[config.mk]
export PLATFORM = sky130hd
export DESIGN_NAME = prio_irq_ctrl
export DESIGN_NICKNAME = d
export VERILOG_FILES = /design/src/rtl/prio_irq_ctrl.sv
export SDC_FILE = /design/constraint.sdc
export NUM_CORES = 1
export LEC_CHECK = 0
export ABC_CLOCK_PERIOD_IN_PS = 2800
export BUFFER_PORTS_ARGS = -buffer_cell sky130_fd_sc_hd__buf_2
export CAP_MARGIN = 5
export CORE_ASPECT_RATIO = 1.1
export CORE_MARGIN = 2
export CORE_UTILIZATION = 35
export DETAILED_ROUTE_END_ITERATION = 6
export SLEW_MARGIN = 40
export SYNTH_ARGS = -nofsm -noshare
export SYNTH_HDL_FRONTEND = slang
export SYNTH_SLANG_ARGS = --single-unit
[constraint.sdc]
create_clock -name clk -period 2.8 [get_ports clk]
set_clock_uncertainty 0.2 [all_clocks]
set_input_delay 0.14 -clock clk [delete_from_list [all_inputs] [get_ports clk]]
set_output_delay 0.14 -clock clk [all_outputs]
set_load 0.1 [all_outputs]
[src/rtl/prio_irq_ctrl.sv]
module prio_irq_ctrl #(
  parameter int N_LINES = 8,
  parameter int VEC_W = 8,
  parameter int SYNC_STAGES = 2,
  parameter logic [VEC_W-1:0] RESET_BASE = VEC_W'(8),
  localparam int IDX_W = $clog2(N_LINES + 1),
  localparam int CFG_W = (N_LINES > VEC_W) ? N_LINES : VEC_W
) (
  input  logic               clk,
  input  logic               rst_n,
  input  logic [N_LINES-1:0] irq_in,
  input  logic               cfg_we,
  input  logic               cfg_sel,
  input  logic [CFG_W-1:0]   cfg_wdata,
  output logic               cpu_irq,
  input  logic               int_ack,
  output logic [VEC_W-1:0]   vec_out,
  output logic               vec_valid,
  input  logic               eos
);

  function automatic logic [IDX_W-1:0] lowest_set(input logic [N_LINES-1:0] v);
    logic [IDX_W-1:0] r;
    r = IDX_W'(N_LINES);
    for (int i = N_LINES - 1; i >= 0; i--)
      if (v[i]) r = IDX_W'(i);
    return r;
  endfunction

  logic [N_LINES-1:0] sync_q [SYNC_STAGES];
  logic [N_LINES-1:0] prev_q;
  logic [N_LINES-1:0] pend_q, mask_q, isr_q;
  logic [VEC_W-1:0]   base_q, vec_q;
  logic               vec_valid_q;

  always_ff @(posedge clk) begin
    if (!rst_n) begin
      for (int k = 0; k < SYNC_STAGES; k++) sync_q[k] <= '0;
      prev_q <= '0;
    end else begin
      sync_q[0] <= irq_in;
      for (int k = 1; k < SYNC_STAGES; k++) sync_q[k] <= sync_q[k-1];
      prev_q <= sync_q[SYNC_STAGES-1];
    end
  end

  logic [N_LINES-1:0] rise;
  assign rise = sync_q[SYNC_STAGES-1] & ~prev_q;

  logic [N_LINES-1:0] elig;
  logic [IDX_W-1:0]   elig_top, isr_top;
  assign elig     = pend_q & ~mask_q;
  assign elig_top = lowest_set(elig);
  assign isr_top  = lowest_set(isr_q);
  assign cpu_irq  = elig_top < isr_top;

  logic               take;
  logic [N_LINES-1:0] take_oh, eos_clr;
  assign take    = int_ack && cpu_irq;
  assign take_oh = take ? (N_LINES'(1) << elig_top) : '0;
  assign eos_clr = (eos && isr_top != IDX_W'(N_LINES)) ? (N_LINES'(1) << isr_top) : '0;

  always_ff @(posedge clk) begin
    if (!rst_n) begin
      pend_q      <= '0;
      isr_q       <= '0;
      mask_q      <= '0;
      base_q      <= RESET_BASE;
      vec_q       <= '0;
      vec_valid_q <= 1'b0;
    end else begin
      pend_q      <= (pend_q & ~take_oh) | rise;
      isr_q       <= (isr_q & ~eos_clr) | take_oh;
      vec_valid_q <= take;
      if (take) vec_q <= base_q + VEC_W'(elig_top);
      if (cfg_we) begin
        if (cfg_sel) base_q <= cfg_wdata[VEC_W-1:0];
        else         mask_q <= cfg_wdata[N_LINES-1:0];
      end
    end
  end

  assign vec_out   = vec_q;
  assign vec_valid = vec_valid_q;

endmodule

Yosys cells after proc, flatten, opt, wreduce, memory -nomap -nowiden
Memories as Yosys holds them, arrays and structs flattened.
Cells that the tools add are included.
{ "totals": {"reg_bits": 49, "ramBits": 16, "input_bits": 22, "out_inout_bits": 10, "wordCells": 52, "mem_count": 1} }
{ "op_classes": {"addsub": 1, "n_lt_le_gt_ge": 1, "n_eq_ne": 1, "n_shift": 2, "n_mux": 22, "bitwise_logic": 13, "reduce_logical": 4} }
{ "memory_table": {"columns": ["memory", "depth", "width", "rd", "rd_ports_with_merged_regs", "wr", "line", "text"], "rows": [
  ["sync_q", 2, 8, 2, 0, 2, "30", "logic [N_LINES-1:0] sync_q [SYNC_STAGES];"]
]} }
{ "ops": {"columns": ["cell", "count"], "rows": [
  ["two-way mux 4 bit", 16],
  ["AND 8 bit", 4],
  ["two-way mux 8 bit", 4],
  ["NOT 8 bit", 4],
  ["OR 8 bit", 2],
  ["left shift 1 x 4 -> 8 bit (first input constant)", 2],
  ["adder 8 x 4 -> 8 bit", 1],
  ["< comparator 4 bit", 1],
  ["inequality test 4 bit (second input constant)", 1],
  ["AND reduction 2 bit", 2],
  ["logical AND 1 bit", 2],
  ["two-way mux 1 bit", 2],
  ["OR 1 bit", 2],
  ["NOT 1 bit", 1]
]} }

Depth between registers and ports, before layout
{ "depth": {"word_depth": 16, "depth_mapped": 12, "ltp_nobuf": 12} }

Worst setup path after synthesis
No wires, ideal clock.
{ "synth_timing": {"kind": "reg-to-reg", "start": "register isr_q[2]", "end": "register pend_q[7]", "setup_ns": 0.183, "arrival_ns": 3.103, "required_ns": 2.417, "setup_slack_ns": -0.686, "path_stages_with_launch": 9, "path_buffers": 1, "cell_sequence": "dfxtp_1 > buf_6 > nor4_1 > o41ai_1 > ha_1 > and3_1 > and3_1 > a2111oi_4 > o211ai_1"} }
{ "synth_via": {"elab_chain_cells": 9} }
{ "synth_lines": {"columns": ["item", "line", "text"], "rows": [
  ["from (decl)", "32", "logic [N_LINES-1:0] pend_q, mask_q, isr_q;"],
  ["from (signal assigned)", "73", "isr_q <= (isr_q & ~eos_clr) | take_oh;"],
  ["two-way mux 4 bit (3 in a row)", "26", "if (v[i]) r = IDX_W'(i);"],
  ["< comparator 4 bit", "55", "assign cpu_irq = elig_top < isr_top;"],
  ["via cpu_irq", "15", "output logic cpu_irq,"],
  ["logical AND 1 bit", "59", "assign take = int_ack && cpu_irq;"],
  ["two-way mux 8 bit", "60", "assign take_oh = take ? (N_LINES'(1) << elig_top) : '0;"],
  ["NOT 8 bit", "72", "pend_q <= (pend_q & ~take_oh) | rise;"],
  ["AND 8 bit", "72", null],
  ["OR 8 bit", "72", null],
  ["to (signal assigned)", "72", null],
  ["to (decl)", "32", null]
]} }
The timed path passes the listed nets, and every way through them passes these cells.
A chain may end at the register's enable or synchronous reset.

Final worst setup path
{ "layout_timing": {"start": "register isr_q[3]", "end": "output cpu_irq"} }
{ "layout_via": {"elab_chain_cells": 5} }
{ "layout_lines": {"columns": ["item", "line"], "rows": [
  ["two-way mux 4 bit (4 in a row)", "26"],
  ["< comparator 4 bit", "55"],
  ["to (decl)", "15"]
]} }
Every way passes these cells.

==> impl_metrics.py <==
metrics = {
    "run": {
        "max_cap_viol_count": 0,
    },
    "placement": {
        "port_buffers": 31,
        "gp_congestion": 0.849,
        "dpl_cell_area_um2": 3340,
        "dp_hpwl_um": 4780,
        "place_ws_ns": 0.0381,
    },
    "sta": {
        "max_freq_mhz": 361,
        "layout_setup_ws_ns": 0.0310,
        "hold_viol": 0,
        "fin_crit_sh_pct": 98.9,
        "hold_ws_ns": 0.233,
        "min_period_ns": 2.77,
        "setup_viol": 0,
        "slew_headroom_pct": 48.8,
        "rsz0062_at_grt": "true",
        "drv_slew": 0,
        "tightest_slew_ns": 0.767,
    },
    "grt": {
        "grt_max_degree": 47,
        "antenna_found_initial": 0,
        "grt_util_all_layers_pct": 16.2,
        "grt_pass1_vias": 2508,
        "grt_pass1_wl_um": 11600,
        "grt.overflow.total": 0,
    },
    "yosys": {
        "avgSynthCellArea_um2": 9.08,
        "synth.distinct_cells": 47,
        "synth_fp_nets": 348,
        "syn_area_um2": 2890,
        "synth_top_area_share_pct": 45.1,
        "synth.largest_area_cell": "dfxtp_1",
        "synth_area_leaders": "dfxtp_1 45%, and2_1 5.6%, mux2i_1 5.5%",
        "ys_seq_area_share_pct": 45.1,
        "postSynth.asyncResetShare_pct": 0,
        "synth_cells": 318,
        "yosys_warnings": 0,
        "synth_edf_count": 0,
        "synth_seq_cells": 65,
        "synthFlopType": "dfxtp_1",
    },
    "floorplan": {
        "dieArea_um2": 8990,
        "rows": 34,
        "start_util_pct": 36.3,
        "ioPinCount": 32,
        "placeableCoreArea_um2": 7960,
        "die_h_um": 99.3,
        "die_w_um": 90.6,
    },
    "clock_tree": {
        "cts_root_buf": "clkbuf_8",
        "cts_tree": "done",
        "clk_latency_ns": 0.34,
        "htree_levels": 3,
        "cts_max_path_buffers": 2,
        "cts_buffers": 9,
        "clkTransAtPathRegs_ns": 0.07,
        "clock-sinks": 65,
    },
    "cells_and_area": {
        "fin_area_um2": 3930,
        "drive_gt1_share_pct": 27.4,
        "syn_to_final_growth_pct": 36.0,
        "n_antenna_cell": 0,
        "nets": 426,
    },
    "worst_setup_path": {
        "crit_arrival_ns": 2.43,
        "setup.worst_path.class": "flop to output pin",
        "crit_path_end_kind": "output pin",
        "path_max_fanout": 4,
        "required_ns": 2.46,
        "startpoint_type": "flop",
    },
    "routing": {
        "drt-total-wl_um": 6770,
        "route.detailed.drc": 0,
        "avgViaCountPerCell": 4.83,
        "wl_per_cell_um": 13.3,
        "drtIter0Drc": 84,
        "firstDrtPassIters": 5,
        "vias": 2458,
        "ant_nets": 0,
    },
    "pwr": {
        "total_leakage_power_uw": 0.00169,
        "p_per_area_nw_per_um2": 989,
        "ir_drop_uv": 449,
    },
    "min_path": {
        "min_path_type": "flop to flop",
    },
    "status": {
        "status": "completed",
    },
}
## cells in the final DEF (no fill, tap or decap), types with 3 or more instances in the layout
master         count
dfxtp_1           59
nand2_1           32
buf_2             30
buf_4             26
and2_1            25
dlygate4sd3_1     23
nor2_1            21
mux2i_1           16
a21oi_1           15
nand3_1           15
inv_1             12
o21ai_0           11
clkbuf_8          10
nor2b_1            9
nand2b_1           8
ha_1               6
dfxtp_2            6
o211ai_1           5
a32o_1             5
nand2b_4           4
nor3_1             3
a21o_1             3
## metrics by stage
stage	power, uW	setup TNS (ns)	instances	utilization [%]
after CTS	3790	-0.0510	507	48.3
after global routing	4090	-0.335	509	49.4
after detailed placement	2800	0	461	42.0
after floorplan	2410	-0.720	318	-
after global placement	2780	0	461	41.9
final	3890	0	509	49.4
## cells by family after synthesis
| group | Yosys count | synth area share, % |
|---|---|---|
| and+or+nand+nor | 132 | 23.3 |
| AOI/OAI and AO/OA | 69 | 17.7 |
| xor gates and xnor gates | 2 | 0.607 |
| DFF | 65 | 45.1 |
| adders and majority gates | 8 | 3.73 |
| muxes | 16 | 5.55 |
| buffers and inverters | 26 | 4.03 |
## repair_timing
item	CTS	global route
resized for setup	3	21
setup endpoints to repair	1	23
pin swaps	5	12
gates cloned	0	1
hold buffers	23	0
hold endpoints to repair	30	0
setup buffers	7	1
## critical path, cell delays in order, from the launching register on
cell	delay (ns)
dfxtp_2	0.34
nor4_4	0.29
buf_4	0.17
o41ai_2	0.06
ha_1	0.35
a21oi_1	0.14
nor2b_1	0.08
a2111oi_4	0.30
buf_4	0.18
buf_12	0.17
## metal layers
metal / vias up / wire length, um / track usage (%)
met3: 17 / 207 / 3.71
met2: 46 / 3250 / 27.6
met4: 0 / 251 / 9.23
met1: 1134 / 3060 / 18.9
met5: - / 0 / 0
li1: 1261 / - / -
## power by group
group | switching [uW] | internal [uW]
Sequential | 54.4 | 1020
Clock | 349 | 437
Combinational | 1190 | 832
## sequential cells by signal, summed over array words and instances (netlist names)
| signal | count |
|---|---|
| isr_q | 8 |
| pend_q | 8 |
| mask_q | 8 |
| vec_out | 8 |
| base_q | 8 |
| prev_q | 8 |
| vec_valid | 1 |
| sync_q | 16 |
## area by class of cell
type / count / area (um2)
clock buffer: 12 / 145
clock inverter: 4 / 51.3
timing repair buffer: 81 / 607
tap: 108 / 135
multi-input combinational: 227 / 1640
fill: 746 / 4030
sequential: 65 / 1310
inverter: 12 / 45.0
## final timing paths
| path | startpoint | end | slack [ns] | depth (start not counted) |
|---|---|---|---|---|
| max | isr_q[3] | cpu_irq | 0.03 | 9 |
| min | sync_q[0][7] | sync_q[0][15] | 0.23 | 1 |
| max reg2reg | mask_q[5] | pend_q[4] | 0.07 | 10 |
| min reg2reg | sync_q[0][7] | sync_q[0][15] | 0.23 | 1 |
## synthesized netlist by cell type, types with 7 or more instances
cell,count
nor2b_1,10
dfxtp_1,65
nand2_1,33
nor2_1,21
ha_1,7
inv_1,12
a21oi_1,17
clkbuf_1,10
mux2i_1,16
o21ai_0,13
nand2b_1,12
nand3_1,16
and2_1,26
(Power assumes the default switching activity.)
